File: config.mk
export PLATFORM = sky130hd
export DESIGN_NAME = dacc_top
export DESIGN_NICKNAME = d
export VERILOG_FILES = /design/src/rtl/dacc_pkg.sv /design/src/rtl/dacc_wr_decode.sv /design/src/rtl/dacc_trig_sync.sv /design/src/rtl/dacc_channel.sv /design/src/rtl/dacc_top.sv
export SDC_FILE = /design/constraint.sdc
export NUM_CORES = 1
export LEC_CHECK = 0
export ABC_AREA = 1
export BUFFER_PORTS_ARGS = -buffer_cell sky130_fd_sc_hd__clkbuf_2
export CAP_MARGIN = 20
export CORE_AREA = 2 2 113 115
export CTS_BUF_LIST = sky130_fd_sc_hd__clkbuf_8
export DETAILED_ROUTE_END_ITERATION = 8
export DIE_AREA = 0 0 115 117
export GPL_TIMING_DRIVEN = 0
export HOLD_SLACK_MARGIN = 0.12
export MAX_ROUTING_LAYER = met4
export PLACE_DENSITY = 0.6
export REMOVE_ABC_BUFFERS = 1
export SLEW_MARGIN = 20
export SYNTH_ARGS = -nofsm -noshare
export SYNTH_HDL_FRONTEND = slang
export SYNTH_SLANG_ARGS = --single-unit
File: constraint.sdc
create_clock -name clk_i -period 2.1 [get_ports clk_i]
set_input_delay 0.42 -clock clk_i [delete_from_list [all_inputs] [get_ports clk_i]]
set_output_delay 0.42 -clock clk_i [all_outputs]
set_load 0.05 [all_outputs]
File: src/rtl/dacc_pkg.sv
package dacc_pkg;
  localparam int NUM_CH      = 2;
  localparam int CODE_W      = 12;
  localparam int TSEL_W      = 3;
  localparam int NUM_EXT     = (1 << TSEL_W) - 1;
  localparam int SW_SEL      = NUM_EXT;
  localparam int ADDR_W      = 6;
  localparam int DATA_W      = 32;
  localparam int LANE_W      = 16;
  localparam int BYTE_W      = 8;
  localparam int CTRL_STRIDE = 8;

  localparam logic [ADDR_W-1:0] A_CTRL     = 6'h00;
  localparam logic [ADDR_W-1:0] A_SWTRIG   = 6'h04;
  localparam logic [ADDR_W-1:0] A_DUAL_L12 = 6'h10;
  localparam logic [ADDR_W-1:0] A_DUAL_R12 = 6'h14;
  localparam logic [ADDR_W-1:0] A_DUAL_R8  = 6'h18;
  localparam int A_OUT_BASE  = 'h08;
  localparam int A_CH_BASE   = 'h20;
  localparam int A_CH_STRIDE = 'h10;
  localparam logic [ADDR_W-1:0] OFF_R8  = 6'h00;
  localparam logic [ADDR_W-1:0] OFF_R12 = 6'h04;
  localparam logic [ADDR_W-1:0] OFF_L12 = 6'h08;

  typedef enum logic [1:0] {FMT_R8, FMT_R12, FMT_L12} fmt_e;

  typedef struct packed {
    logic              dma_en;
    logic [TSEL_W-1:0] tsel;
    logic              trig_en;
    logic              en;
  } ch_ctrl_t;

  localparam int CTRL_W = $bits(ch_ctrl_t);

  // lane 0 for single aliases, channel index for dual aliases
  function automatic logic [CODE_W-1:0] extract(fmt_e f, logic [DATA_W-1:0] w, int lane);
    case (f)
      FMT_R8:  return {w[lane*BYTE_W +: BYTE_W], {(CODE_W-BYTE_W){1'b0}}};
      FMT_R12: return w[lane*LANE_W +: CODE_W];
      default: return w[lane*LANE_W + (LANE_W-CODE_W) +: CODE_W];
    endcase
  endfunction
endpackage

File: src/rtl/dacc_wr_decode.sv
module dacc_wr_decode
  import dacc_pkg::*;
(
  input  logic                     we_i,
  input  logic [ADDR_W-1:0]        addr_i,
  input  logic [DATA_W-1:0]        wdata_i,
  output logic [NUM_CH-1:0]        hold_we_o,
  output logic [NUM_CH*CODE_W-1:0] hold_d_o
);
  for (genvar c = 0; c < NUM_CH; c++) begin : g_ch
    localparam logic [ADDR_W-1:0] BASE = ADDR_W'(A_CH_BASE + c*A_CH_STRIDE);
    logic sel;
    fmt_e fmt;
    int   lane;

    always_comb begin
      sel  = 1'b1;
      fmt  = FMT_R12;
      lane = c;
      if (addr_i == A_DUAL_R8)       fmt = FMT_R8;
      else if (addr_i == A_DUAL_R12) fmt = FMT_R12;
      else if (addr_i == A_DUAL_L12) fmt = FMT_L12;
      else begin
        lane = 0;
        if (addr_i == BASE + OFF_R8)       fmt = FMT_R8;
        else if (addr_i == BASE + OFF_R12) fmt = FMT_R12;
        else if (addr_i == BASE + OFF_L12) fmt = FMT_L12;
        else                               sel = 1'b0;
      end
    end

    assign hold_we_o[c]                  = we_i & sel;
    assign hold_d_o[c*CODE_W +: CODE_W]  = extract(fmt, wdata_i, lane);
  end
endmodule

File: src/rtl/dacc_trig_sync.sv
module dacc_trig_sync #(
  parameter int N      = 7,
  parameter int STAGES = 2
) (
  input  logic         clk_i,
  input  logic         rst_ni,
  input  logic [N-1:0] trig_i,
  output logic [N-1:0] edge_o
);
  for (genvar b = 0; b < N; b++) begin : g_bit
    logic [STAGES-1:0] sh_q;
    logic              prev_q;

    always_ff @(posedge clk_i or negedge rst_ni) begin
      if (!rst_ni) begin
        sh_q   <= '0;
        prev_q <= 1'b0;
      end else begin
        sh_q   <= {sh_q[STAGES-2:0], trig_i[b]};
        prev_q <= sh_q[STAGES-1];
      end
    end

    assign edge_o[b] = sh_q[STAGES-1] & ~prev_q;

    p_edge_one_cycle_r6: assert property (@(posedge clk_i) disable iff (!rst_ni)
      edge_o[b] |=> !edge_o[b])
      else $error("R6: edge detect held for two cycles on input %0d", b);
  end
endmodule

File: src/rtl/dacc_channel.sv
module dacc_channel
  import dacc_pkg::*;
(
  input  logic              clk_i,
  input  logic              rst_ni,
  input  ch_ctrl_t          ctrl_i,
  input  logic              evt_i,
  input  logic              hold_we_i,
  input  logic [CODE_W-1:0] hold_d_i,
  output logic [CODE_W-1:0] hold_o,
  output logic [CODE_W-1:0] code_o,
  output logic              xfer_o,
  output logic              dma_req_o
);
  logic [CODE_W-1:0] hold_q, out_q;
  logic              dma_q, track;

  assign xfer_o = ctrl_i.en & ctrl_i.trig_en & evt_i;
  // untriggered: output follows holding one edge later
  assign track  = ctrl_i.en & ~ctrl_i.trig_en;

  always_ff @(posedge clk_i or negedge rst_ni) begin
    if (!rst_ni) begin
      hold_q <= '0;
      out_q  <= '0;
      dma_q  <= 1'b0;
    end else begin
      if (hold_we_i)        hold_q <= hold_d_i;
      if (xfer_o || track)  out_q  <= hold_q;
      dma_q <= xfer_o & ctrl_i.dma_en;
    end
  end

  assign hold_o    = hold_q;
  assign code_o    = out_q;
  assign dma_req_o = dma_q;

  p_out_frozen_off_r9: assert property (@(posedge clk_i) disable iff (!rst_ni)
    !ctrl_i.en |=> $stable(out_q))
    else $error("R9: output changed on a disabled channel");

  p_dma_after_xfer_r7: assert property (@(posedge clk_i) disable iff (!rst_ni)
    dma_req_o |-> $past(xfer_o))
    else $error("R7: DMA request without a preceding transfer");

  p_dma_needs_en_r7: assert property (@(posedge clk_i) disable iff (!rst_ni)
    (xfer_o && !ctrl_i.dma_en) |=> !dma_req_o)
    else $error("R7: DMA request raised while DMA disabled");
endmodule

File: src/rtl/dacc_top.sv
module dacc_top
  import dacc_pkg::*;
#(
  parameter int SYNC_STAGES = 2
) (
  input  logic                     clk_i,
  input  logic                     rst_ni,
  input  logic                     reg_we_i,
  input  logic [ADDR_W-1:0]        reg_addr_i,
  input  logic [DATA_W-1:0]        reg_wdata_i,
  output logic [DATA_W-1:0]        reg_rdata_o,
  input  logic [NUM_EXT-1:0]       ext_trig_i,
  output logic [NUM_CH-1:0]        dac_en_o,
  output logic [NUM_CH*CODE_W-1:0] dac_code_o,
  output logic [NUM_CH-1:0]        dma_req_o
);
  ch_ctrl_t                  ctrl_q [NUM_CH];
  logic [NUM_CH-1:0]         swtrig_q, evt, xfer, hold_we;
  logic [NUM_CH*CODE_W-1:0]  hold_d;
  logic [CODE_W-1:0]         hold_val [NUM_CH];
  logic [CODE_W-1:0]         code_val [NUM_CH];
  logic [NUM_EXT-1:0]        ext_edge;
  logic                      ctrl_wr, sw_wr;

  assign ctrl_wr = reg_we_i && (reg_addr_i == A_CTRL);
  assign sw_wr   = reg_we_i && (reg_addr_i == A_SWTRIG);

  dacc_wr_decode u_dec (
    .we_i      (reg_we_i),
    .addr_i    (reg_addr_i),
    .wdata_i   (reg_wdata_i),
    .hold_we_o (hold_we),
    .hold_d_o  (hold_d)
  );

  dacc_trig_sync #(.N(NUM_EXT), .STAGES(SYNC_STAGES)) u_sync (
    .clk_i  (clk_i),
    .rst_ni (rst_ni),
    .trig_i (ext_trig_i),
    .edge_o (ext_edge)
  );

  always_ff @(posedge clk_i or negedge rst_ni) begin
    if (!rst_ni) begin
      for (int c = 0; c < NUM_CH; c++) ctrl_q[c] <= '0;
      swtrig_q <= '0;
    end else begin
      for (int c = 0; c < NUM_CH; c++) begin
        if (ctrl_wr) ctrl_q[c] <= reg_wdata_i[c*CTRL_STRIDE +: CTRL_W];
        // a new set wins over the clear of the same cycle
        if (sw_wr && reg_wdata_i[c])
          swtrig_q[c] <= 1'b1;
        else if (xfer[c] && ctrl_q[c].tsel == TSEL_W'(SW_SEL))
          swtrig_q[c] <= 1'b0;
      end
    end
  end

  for (genvar c = 0; c < NUM_CH; c++) begin : g_ch
    logic [NUM_EXT:0] src;
    assign src    = {swtrig_q[c], ext_edge};
    assign evt[c] = src[ctrl_q[c].tsel];

    dacc_channel u_ch (
      .clk_i     (clk_i),
      .rst_ni    (rst_ni),
      .ctrl_i    (ctrl_q[c]),
      .evt_i     (evt[c]),
      .hold_we_i (hold_we[c]),
      .hold_d_i  (hold_d[c*CODE_W +: CODE_W]),
      .hold_o    (hold_val[c]),
      .code_o    (code_val[c]),
      .xfer_o    (xfer[c]),
      .dma_req_o (dma_req_o[c])
    );

    assign dac_code_o[c*CODE_W +: CODE_W] = code_val[c];
    assign dac_en_o[c] = ctrl_q[c].en;

    p_swtrig_clears_r8: assert property (@(posedge clk_i) disable iff (!rst_ni)
      (xfer[c] && ctrl_q[c].tsel == TSEL_W'(SW_SEL) && !(sw_wr && reg_wdata_i[c]))
      |=> !swtrig_q[c])
      else $error("R8: software trigger bit not cleared on channel %0d", c);
  end

  always_comb begin
    reg_rdata_o = '0;
    if (reg_addr_i == A_CTRL) begin
      for (int c = 0; c < NUM_CH; c++) reg_rdata_o[c*CTRL_STRIDE +: CTRL_W] = ctrl_q[c];
    end else if (reg_addr_i == A_SWTRIG) begin
      reg_rdata_o[NUM_CH-1:0] = swtrig_q;
    end
    for (int c = 0; c < NUM_CH; c++) begin
      if (reg_addr_i == ADDR_W'(A_OUT_BASE + c*4))
        reg_rdata_o[CODE_W-1:0] = code_val[c];
      if (reg_addr_i == ADDR_W'(A_CH_BASE + c*A_CH_STRIDE) + OFF_R12)
        reg_rdata_o[CODE_W-1:0] = hold_val[c];
    end
  end
endmodule

---- After elaboration in Yosys (flattened, before gate mapping) ----
Index checks and enable logic that the tools add are counted.
storage, ports and cells
  output and inout port bits .............. 60
  input port bits ......................... 48
  logic and storage cells ................. 136
  flip-flop bits (word level) ............. 85
cells by class
  equality and inequality tests ........... 16
  shift operators ......................... 3
  bitwise operators ....................... 26
  add/subtract/negate cells ............... 1
  magnitude comparators ................... 2
  muxes and demuxes ....................... 45
  reduce and logical (&&, ||, !) cells .... 13
operators with widths
  kind                                                         count
  indexed part select 32 x 32 -> 12 bit                        2
  two-way mux 29 bit                                           2
  two-way mux 12 bit                                           4
  case mux 12 bit (2 select lines)                             2
  == test 6 bit (second input constant)                        6
  adder 32 x 4 -> 32 bit (second input constant)               1
  indexed part select 32 x 32 -> 8 bit                         1
  two-way mux 2 bit                                            14
  two-way mux 1 bit                                            19
  == test 6 x 5 -> 1 bit (second input constant)               3
  AND 1 bit                                                    17
  == test 6 x 4 -> 1 bit (second input constant)               2
  inverter 1 bit                                               9
  less-than comparator 3 x 4 -> 1 bit (second input constant)  2
  binary-select mux 1 bit (select 3 bit)                       2
  == test 3 bit (second input constant)                        2
  == test 6 x 3 -> 1 bit (second input constant)               1
  logical AND 1 bit                                            6
  logical NOT 6 bit                                            1
  two-way mux 6 bit                                            1
  == test 2 x 1 -> 1 bit (second input constant)               2
  logical NOT 2 bit                                            2
  two-way mux 4 bit                                            1
  nonzero test 2 bit                                           2
  logical OR 1 bit                                             2

---- Longest topological paths before layout ----
Gate-level depths: netlist of the first run.
  depth in word-level cells ............... 9
  depth in mapped cells ................... 12
  mapped depth without buffers ............ 11

---- Modules after synthesis ----
A second synthesis of the first run with hierarchy kept.
second synthesis, totals
  cell total of the unflattened synthesis .. 689
  area, all modules ....................... 5,061.1 um^2
modules (own cells, without submodules)
  module          area an instance (um^2)  times used  sequential area each (um^2)  cells each
  dacc_channel    994.7                    2           625.6                        109
  dacc_top        1,477.7                  1           350.3                        243
  dacc_wr_decode  998.5                    1           0.0                          193
  dacc_trig_sync  595.6                    1           525.5                        35

---- Worst setup path after synthesis of the first run ----
No wires, ideal clock.
  kind .................................... input to output
  from .................................... in reg_addr_i[4]
  to ...................................... out reg_rdata_o[11]
  path buffers ............................ 1
  data arrival time ....................... 1.717 ns
  stages .................................. 6
  setup slack ............................. -0.037 ns
  path through ............................ nor2_2 > nand2_1 > nor3_1 > clkbuf_1 > nand2_1 > o211ai_1
between the ends
  word-level cells in the longest chain between the ends .. 6
RTL lines
  what                    RTL line        RTL
  from (decl)             dacc_top.sv:9   input logic [ADDR_W-1:0] reg_addr_i,
  logical NOT 6 bit       dacc_top.sv:88  if (reg_addr_i == A_CTRL) begin
  two-way mux 6 bit       dacc_top.sv:88
  two-way mux 12 bit      dacc_top.sv:94  if (reg_addr_i == ADDR_W'(A_OUT_BASE + c*4))
  two-way mux 12 bit      dacc_top.sv:96  if (reg_addr_i == ADDR_W'(A_CH_BASE + c*A_CH_STRIDE) + OFF_R12)
  two-way mux 12 bit      dacc_top.sv:94
  two-way mux 12 bit (*)  dacc_top.sv:96
  to (decl)               dacc_top.sv:11  output logic [DATA_W-1:0] reg_rdata_o,
Every way passes the cells marked *; elsewhere a longest branch is shown, timed or not.

---- Worst setup path in the final report of the first run ----
  from .................................... in reg_addr_i[2]
  to ...................................... out reg_rdata_o[1]
between the ends
  word-level cells in the longest chain between the ends .. 7
RTL lines
  what                    RTL line        RTL
  == test 6 x 3 -> 1 bit  dacc_top.sv:90  end else if (reg_addr_i == A_SWTRIG) begin
  two-way mux 2 bit       dacc_top.sv:90
  two-way mux 2 bit       dacc_top.sv:88
  two-way mux 12 bit      dacc_top.sv:94
  two-way mux 12 bit      dacc_top.sv:96
  two-way mux 12 bit      dacc_top.sv:94
  two-way mux 12 bit (*)  dacc_top.sv:96
Marks and branches as above.

==> flow_summary_export.csv, run 1 <==
group,metric,value,unit
outcome,status,"completed",
sta,max_slew_margin,55.8,%
grt,grt_max_degree,86,
yosys,synthCells,660,
routing,ant_nets,0,
layout,drive_above_1_share,24.5,%
worst_setup_path,crit_type,"in2out",
worst_setup_path,worstSetupEndpointType,"output port",
sta,finalHoldViolations,0,
clock_tree,cts_root_buf,"clkbuf_8",
clock_tree,cts.sinks,85,
clock_tree,cts_buffers,9,
yosys,yosys_warnings,0,
yosys,synth_area,4770,µm²
clock_tree,cts_tree,"yes",
yosys,synth_cell_types,26,
power,p_int,0.00309,W
sta,worst_clock_skew,0.0147,ns
worst_setup_path,r2r_end,"g_ch[1].u_ch.code_o[7]",
clock_tree,cts.clk_slew.worst_paths,0.08,ns
clock_tree,clk-insertion-delay-late,0.36,ns
worst_setup_path,r2r_slack,0.28,ns
clock_tree,ctsHtreeMaxLevel,3,
routing,avgRoutedWirePerCell,16.1,µm
routing,num_vias,4672,
sta,min_period,2.04,ns
placed_design,postPlaceCellArea,5200,µm²
worst_setup_path,crit_required,1.68,ns
yosys,seq_area_frac_synth,44.6,%
floorplanning,die_w,115,µm
routing,dr.pass1.iters,5,
sta,worst_slew_pin_slew,0.663,ns
power,leakagePower,3.14,nW
sta,setup_tns,0,ns
layout,insertedDiodeCount,0,
worst_setup_path,crit_end,"reg_rdata_o[1]",
sta,fmax,490,MHz
power,combPwrFrac,34.9,%
layout,final_cell_mix,"nand2_1, nand3_1, dfrtp_1, clkbuf_2, inv_1",
layout,synthToLayoutAreaGrowth,22.5,%
power,switchingPower,0.00238,W
floorplanning,initial_core_util,38.7,%
grt,grt_pass1_wl,23000,µm
yosys,yosys.area_share.simple,38.6,%
worst_setup_path,path_buf_inv,4,
yosys,ys_ff_latch,85,
power,power_switching_share,43.6,%
grt,gr-total-overflow,0,
worst_setup_path,start_kind,"primary input",
yosys,synth_mux_area_share,0,%
power,powerDensity,936,nW/µm²
yosys,synth_compound_area_share,6.17,%
clock_tree,clockBufferDepth,2,
yosys,synth_xor_area_share,0,%
worst_setup_path,r2r-start,"ctrl_q[2]",
worst_setup_path,cp_top_family,"buffers and inverters",
layout,fillerInstances,1291,
floorplanning,die_h,117,µm
worst_setup_path,startpoint,"reg_addr_i[2]",
floorplanning,dieArea,13500,µm²
yosys,synth_top_family_by_area,"simple AND/OR/NAND/NOR gates",
placed_design,globalplace.congestion,0.944,
routing,drc,0,
worst_setup_path,worstPathArrival,1.62,ns
worst_setup_path,path_cells,"clkbuf_4 -> inv_4 -> nor3_4 -> nand2_4 -> clkinvlp_4 -> nand2_1 -> nand4_1 -> buf_8",
yosys,synth_fa_ha_area_share,0,%
layout,design_area,5840,µm²
yosys,avgSynthCellArea,7.22,µm²
routing,totalWireLength,14600,µm
placed_design,portBuffers,89,
grt,antenna_found_initial,0,
worst_setup_path,r2r_cells,9,
layout,nNetsFinal,798,
power,seqPwrFrac,43.6,%
power,clkPwrFrac,21.5,%
placed_design,hpwl,10700,µm
worst_setup_path,worst-path-stages,8,
grt,track_usage,23.0,%
hold_path,hp-class,"in2reg",
power,peakVddDrop,0.300,mV
worst_setup_path,cp_slowest_stage_delay,0.23,ns
routing,viasPerCell,5.16,
layout,layout_commonest_cell,"nand2_1",
floorplanning,rows,41,
sta,finalSetupViolations,0,
worst_setup_path,crit_slowest_cell,"nor3_4",
grt,grt_pass1_vias,4370,
sta,fin_crit_sh,97.1,%
sta,drv_slew,0,
floorplanning,ios,108,
worst_setup_path,cp_max_fo,6,
floorplanning,core_area,12300,µm²
routing,drtIter0Drc,360,
run,drv_cap,0,
worst register-to-register path: stages (launching register included):
cell and delay, ns:
dfrtp_2 0.47, inv_1 0.17, nand3_1 0.11, nand2_1 0.09, nand2_1 0.06, a21oi_1 0.15, nand2_2 0.25, nand2_2 0.30
nand2_1 0.09, nand2_1 0.07
power groups by stage:
stage | Clock (W) | Sequential, W | Combinational [W]
2_1_floorplan | 0 | 0.00304 | 0.000641
3_3_place_gp | 0 | 0.00239 | 0.00181
3_5_place_dp | 0 | 0.00240 | 0.00184
4_1_cts | 0.00119 | 0.00238 | 0.00188
5_1_grt | 0.00127 | 0.00244 | 0.00207
6_report | 0.00117 | 0.00239 | 0.00191
timing repair:
action                     in CTS  in global routing
pin swaps                       7                  9
hold buffers                    1                  0
setup endpoints to repair      50                 40
hold endpoints to repair       16                  0
cloned                          1                  0
buffers inserted                9                  7
gates resized for setup        38                 56
metrics by stage:
| stage | cells | hold WS (ns) | setup WS, ns | utilization [%] | total power [W] |
|---|---|---|---|---|---|
| floorplan | 631 | 0.124 | -0.401 | - | 0.00368 |
| global placement | 870 | 0.336 | -1.46 | 42.1 | 0.00420 |
| detailed placement | 871 | 0.338 | -0.741 | 42.2 | 0.00424 |
| CTS | 898 | 0.152 | -0.0309 | 45.6 | 0.00545 |
| global route | 905 | 0.143 | -0.0124 | 47.4 | 0.00578 |
| finish | 905 | 0.166 | 0.0599 | 47.4 | 0.00547 |
metal layers:
layer | vias up | track usage, % | part of all wire [%]
met5 | - | - | 0
met4 | 0 | 8.35 | 2.6
met3 | 23 | 3.50 | 5.5
met2 | 174 | 34.2 | 46
met1 | 2199 | 32.1 | 46
li1 | 2276 | - | -
layout make-up:
type / instances / area, µm² / share of cell area (%)
repair buffers: 107 / 704 / 12.1
inverters: 57 / 230 / 3.94
repair inverters: 1 / 7.51 / 0.129
clock inverters: 6 / 63.8 / 1.09
multi-input cells: 489 / 2380 / 40.7
flip-flops and latches: 85 / 2130 / 36.5
clock buffers: 10 / 138 / 2.36
well taps: 150 / 188 / 3.21
flip-flops by register name, summed over array words and instances (netlist names):
register             cells
g_ch.u_ch.code_o        24
u_sync.g_bit.prev_q      7
g_ch.u_ch.dma_req_o      2
u_sync.g_bit.sh_q       14
ctrl_q                  10
g_ch.u_ch.hold_o        24
swtrig_q                 2
dac_en_o                 2
cells by family after synthesis:
family,count (synthesis)
simple gates,420
buf+inv,103
flops,85
compound gates,51
other cells,1
synthesized netlist by cell type (all sizes together):
library cell | count | area share (%)
nand2 | 255 | 20
nand3 | 126 | 14
dfrtp | 85 | 45
inv | 57 | 4.5
buf | 37 | 5.3
o21ai | 33 | 3.6
nor2 | 21 | 2.3
nand4 | 14 | 1.8
a21oi | 13 | 1.4
clkbuf | 9 | 0.71
a32oi | 2 | 0.37
and3 | 2 | 0.26
nor3 | 2 | 0.21
o211ai | 2 | 0.42
conb | 1 | 0.079
o21bai | 1 | 0.39
worst min-delay path by stage:
stage                            start  depth (start not counted)                 endpoint  slack [ns]
4_1_cts                  ext_trig_i[5]                          1  u_sync.g_bit[5].sh_q[0]        0.15
3_3_place_gp   u_sync.g_bit[5].sh_q[0]                          0  u_sync.g_bit[5].sh_q[1]        0.34
5_1_grt                  ext_trig_i[0]                          1  u_sync.g_bit[0].sh_q[0]        0.14
6_report                 ext_trig_i[5]                          1  u_sync.g_bit[5].sh_q[0]        0.17
3_5_place_dp   u_sync.g_bit[3].sh_q[0]                          0  u_sync.g_bit[3].sh_q[1]        0.34
2_1_floorplan                   rst_ni                          0               ctrl_q[10]        0.12
(Power assumes the default switching activity.)
==> run 2, diff against run 1 <==
- BUFFER_PORTS_ARGS: -buffer_cell sky130_fd_sc_hd__clkbuf_2 -> default
- CORE_AREA: 2 2 113 115 -> 2 2 91 93
- DIE_AREA: 0 0 115 117 -> 0 0 93 95
- DONT_BUFFER_PORTS: default -> 1
- PLACE_DENSITY: 0.6 -> 0.8
- SYNTH_HIERARCHICAL: default -> 1
==> run 2 against run 1 <==
The flow now finishes with violations (negative hold slack, negative setup slack). Sequential cell count unchanged. Synthesized area increased by 6.1%. Cell count decreased by 11%. Core utilization increased by 21 points. First-iteration DRC count increased by 10%. Clock skew decreased by 0.0039 ns. Largest cell class unchanged.
==> flow_summary_export.csv, run 2 <==
group,metric,value,unit
floorplanning,ios,108,
clock_tree,cts_tree,"yes",
floorplanning,dieArea,8840,µm²
placed_design,dp_slack,-0.373,ns
grt,grt_pass1_wl,20900,µm
yosys,avgSynthCellArea,7.35,µm²
layout,layout_commonest_cell,"nand2_1",
sta,finalHoldViolations,85,
grt,track_usage,31.8,%
yosys,yosysMostFrequentCell,"nand2_1",
sta,min_period,2.20,ns
floorplanning,core_area,7930,µm²
grt,antenna_found_initial,0,
routing,ant_nets,0,
worst_setup_path,worstPathArrival,1.78,ns
routing,avgRoutedWirePerCell,16.9,µm
run,drv_cap,0,
worst_setup_path,r2r_end,"g_ch[0].u_ch/code_o[6]",
worst_setup_path,path_cells,"nand4_1 -> nand2_1 -> nor2_1 -> nand4_1",
placed_design,hpwl,9280,µm
hold_path,hp-class,"in2async",
routing,totalWireLength,13600,µm
worst_setup_path,cp_max_fo,6,
sta,fmax,455,MHz
outcome,status,"complete, but fails checks",
worst_setup_path,r2r-start,"ctrl_q[8]",
worst_setup_path,cp_slowest_stage_delay,0.60,ns
worst_setup_path,crit_type,"reg2out",
floorplanning,initial_core_util,63.8,%
routing,dr.pass1.iters,5,
clock_tree,ctsHtreeMaxLevel,3,
worst_setup_path,worstSetupEndpointType,"output port",
yosys,synthCells,689,
worst_setup_path,r2r_slack,0.22,ns
sta,setup_tns,-0.0978,ns
sta,drv_slew,0,
power,peakVddDrop,0.465,mV
clock_tree,clk-insertion-delay-late,0.36,ns
yosys,synthArstFlopShare,100,%
routing,num_vias,4507,
sta,finalWorstSetupSlack,-0.0978,ns
sta,fin_crit_sh,105,%
power,leakagePower,2.84,nW
placed_design,globalplace.congestion,0.979,
layout,final_cell_mix,"nand2_1, inv_1, dfrtp_1, nand3_1, o21ai_0",
worst_setup_path,crit_slowest_cell,"dfrtp_4",
clock_tree,cts_root_buf,"clkbuf_8",
sta,worst_slew_pin_slew,0.886,ns
outcome,failed_checks,"negative hold slack, negative setup slack",
grt,grt_pass1_vias,4264,
yosys,synth_ff_type,"dfrtp_1",
yosys,synth_commonest_cells,"nand2_1, inv_1, dfrtp_1",
yosys,synth_cell_types,35,
yosys,synth_edf_count,0,
yosys,synth_top_area_share,42.0,%
worst_setup_path,crit_top_cell,"nand4_1",
floorplanning,rows,33,
layout,nNetsFinal,742,
floorplanning,die_w,93,µm
sta,worst_clock_skew,0.0108,ns
yosys,seq_area_frac_synth,42.0,%
clock_tree,hold_buffers,7,
clock_tree,cts_buffers,9,
grt,grt_max_degree,86,
routing,viasPerCell,5.61,
floorplanning,die_h,95,µm
routing,drc,0,
layout,synthToLayoutAreaGrowth,7.89,%
layout,insertedDiodeCount,0,
yosys,ys_ff_latch,85,
clock_tree,cts.sinks,85,
yosys,synth_top_area_cell,"dfrtp_1",
sta,max_slew_margin,40.9,%
clock_tree,clockBufferDepth,2,
grt,gr-total-overflow,0,
sta,grt_setup_unrepaired,"true",
yosys,synth_area,5060,µm²
power,powerDensity,983,nW/µm²
yosys,yosys-top-cells-area,"dfrtp_1, nand2_1, nand3_1",
layout,drive_above_1_share,15.5,%
routing,drtIter0Drc,396,
clock_tree,cts.clk_slew.worst_paths,0.09,ns
sta,finalSetupViolations,1,
worst_setup_path,r2r_cells,10,
worst_setup_path,start_kind,"flop",
yosys,yosys_warnings,6,
placed_design,portBuffers,0,
sta,hold_ws,-0.253,ns
worst_setup_path,crit_required,1.68,ns
[run 2: cell types whose count changed in the layout (fill, tap and decap cells not counted), sizes merged, moves of 6 or more]
cell         previous run  this run
inv                    56       107
clkbuf                 86        10
nand3                 126        80
o211ai                  2         9
nor2                   21        64
dlygate4sd3             1         7
nand2                 255       212
o21ai                  33        54
buf                    30        12
[run 2: kinds of logic (layout without fill, tap and decap cells)]
kind of cell	count (synthesis)	count (layout)	synth area share, %
buf+inv	146	139	14.3
simple gates	374	374	33.8
flops	85	85	42.0
compound gates	83	83	9.86
other cells	1	18	0.0741
[run 2: repair_timing]
action,in CTS,in global routing
pin swaps,3,7
hold endpoints to repair,92,85
gates resized for setup,27,16
gates cloned,0,0
endpoints found under the setup margin,14,14
buffers inserted,3,9
[run 2: per-layer routing]
layer | GRT usage [%] | wire, µm | vias up
met5 | - | 0 | -
li1 | - | - | 2151
met4 | 12.0 | 426 | 0
met3 | 9.66 | 1510 | 36
met1 | 39.6 | 5330 | 2057
met2 | 49.2 | 6290 | 263
[run 2: worst max-delay path by stage]
stage | startpoint | endpoint | cells after the start
after floorplan | reg_addr_i[1] | g_ch[1].u_ch/hold_o[0] | 4
after global placement | reg_addr_i[1] | g_ch[1].u_ch/hold_o[10] | 4
after detailed placement | reg_addr_i[1] | reg_rdata_o[4] | 5
after CTS | reg_addr_i[1] | reg_rdata_o[12] | 5
after global routing | dac_en_o[0] | reg_rdata_o[0] | 4
final | dac_en_o[0] | reg_rdata_o[0] | 4
[run 2: critical path, delay by kind of cell, from the launching register on]
kind / cells / cell delay [ns]
AND/OR/NAND/NOR: 4 / 0.83
flip-flops: 1 / 0.60
[run 2: stage by stage]
| stage | power [W] | util (%) | cells | area [µm²] |
|---|---|---|---|---|
| after floorplan | 0.00381 | - | 663 | 4790 |
| final | 0.00537 | 68.9 | 804 | 5460 |
| after detailed placement | 0.00409 | 62.4 | 769 | 4940 |
| after global routing | 0.00565 | 68.9 | 804 | 5460 |
| after CTS | 0.00532 | 67.1 | 795 | 5320 |
| after global placement | 0.00402 | 62.1 | 768 | 4920 |
[run 2: area by class of cell]
type	instances	area, µm²
Fill cell	695	2470
Multi-Input combinational cell	475	2420
Sequential cell	85	2150
Inverter	103	389
Timing Repair Buffer	20	166
Tap cell	105	131
Clock buffer	9	124
Clock inverter	7	81.3
[run 2: report_power, final]
part	switching (W)	total [W]	internal, W
Sequential	0.00122	0.00327	0.00205
Clock	0.000632	0.00120	0.000571
Combinational	0.000601	0.000891	0.000291
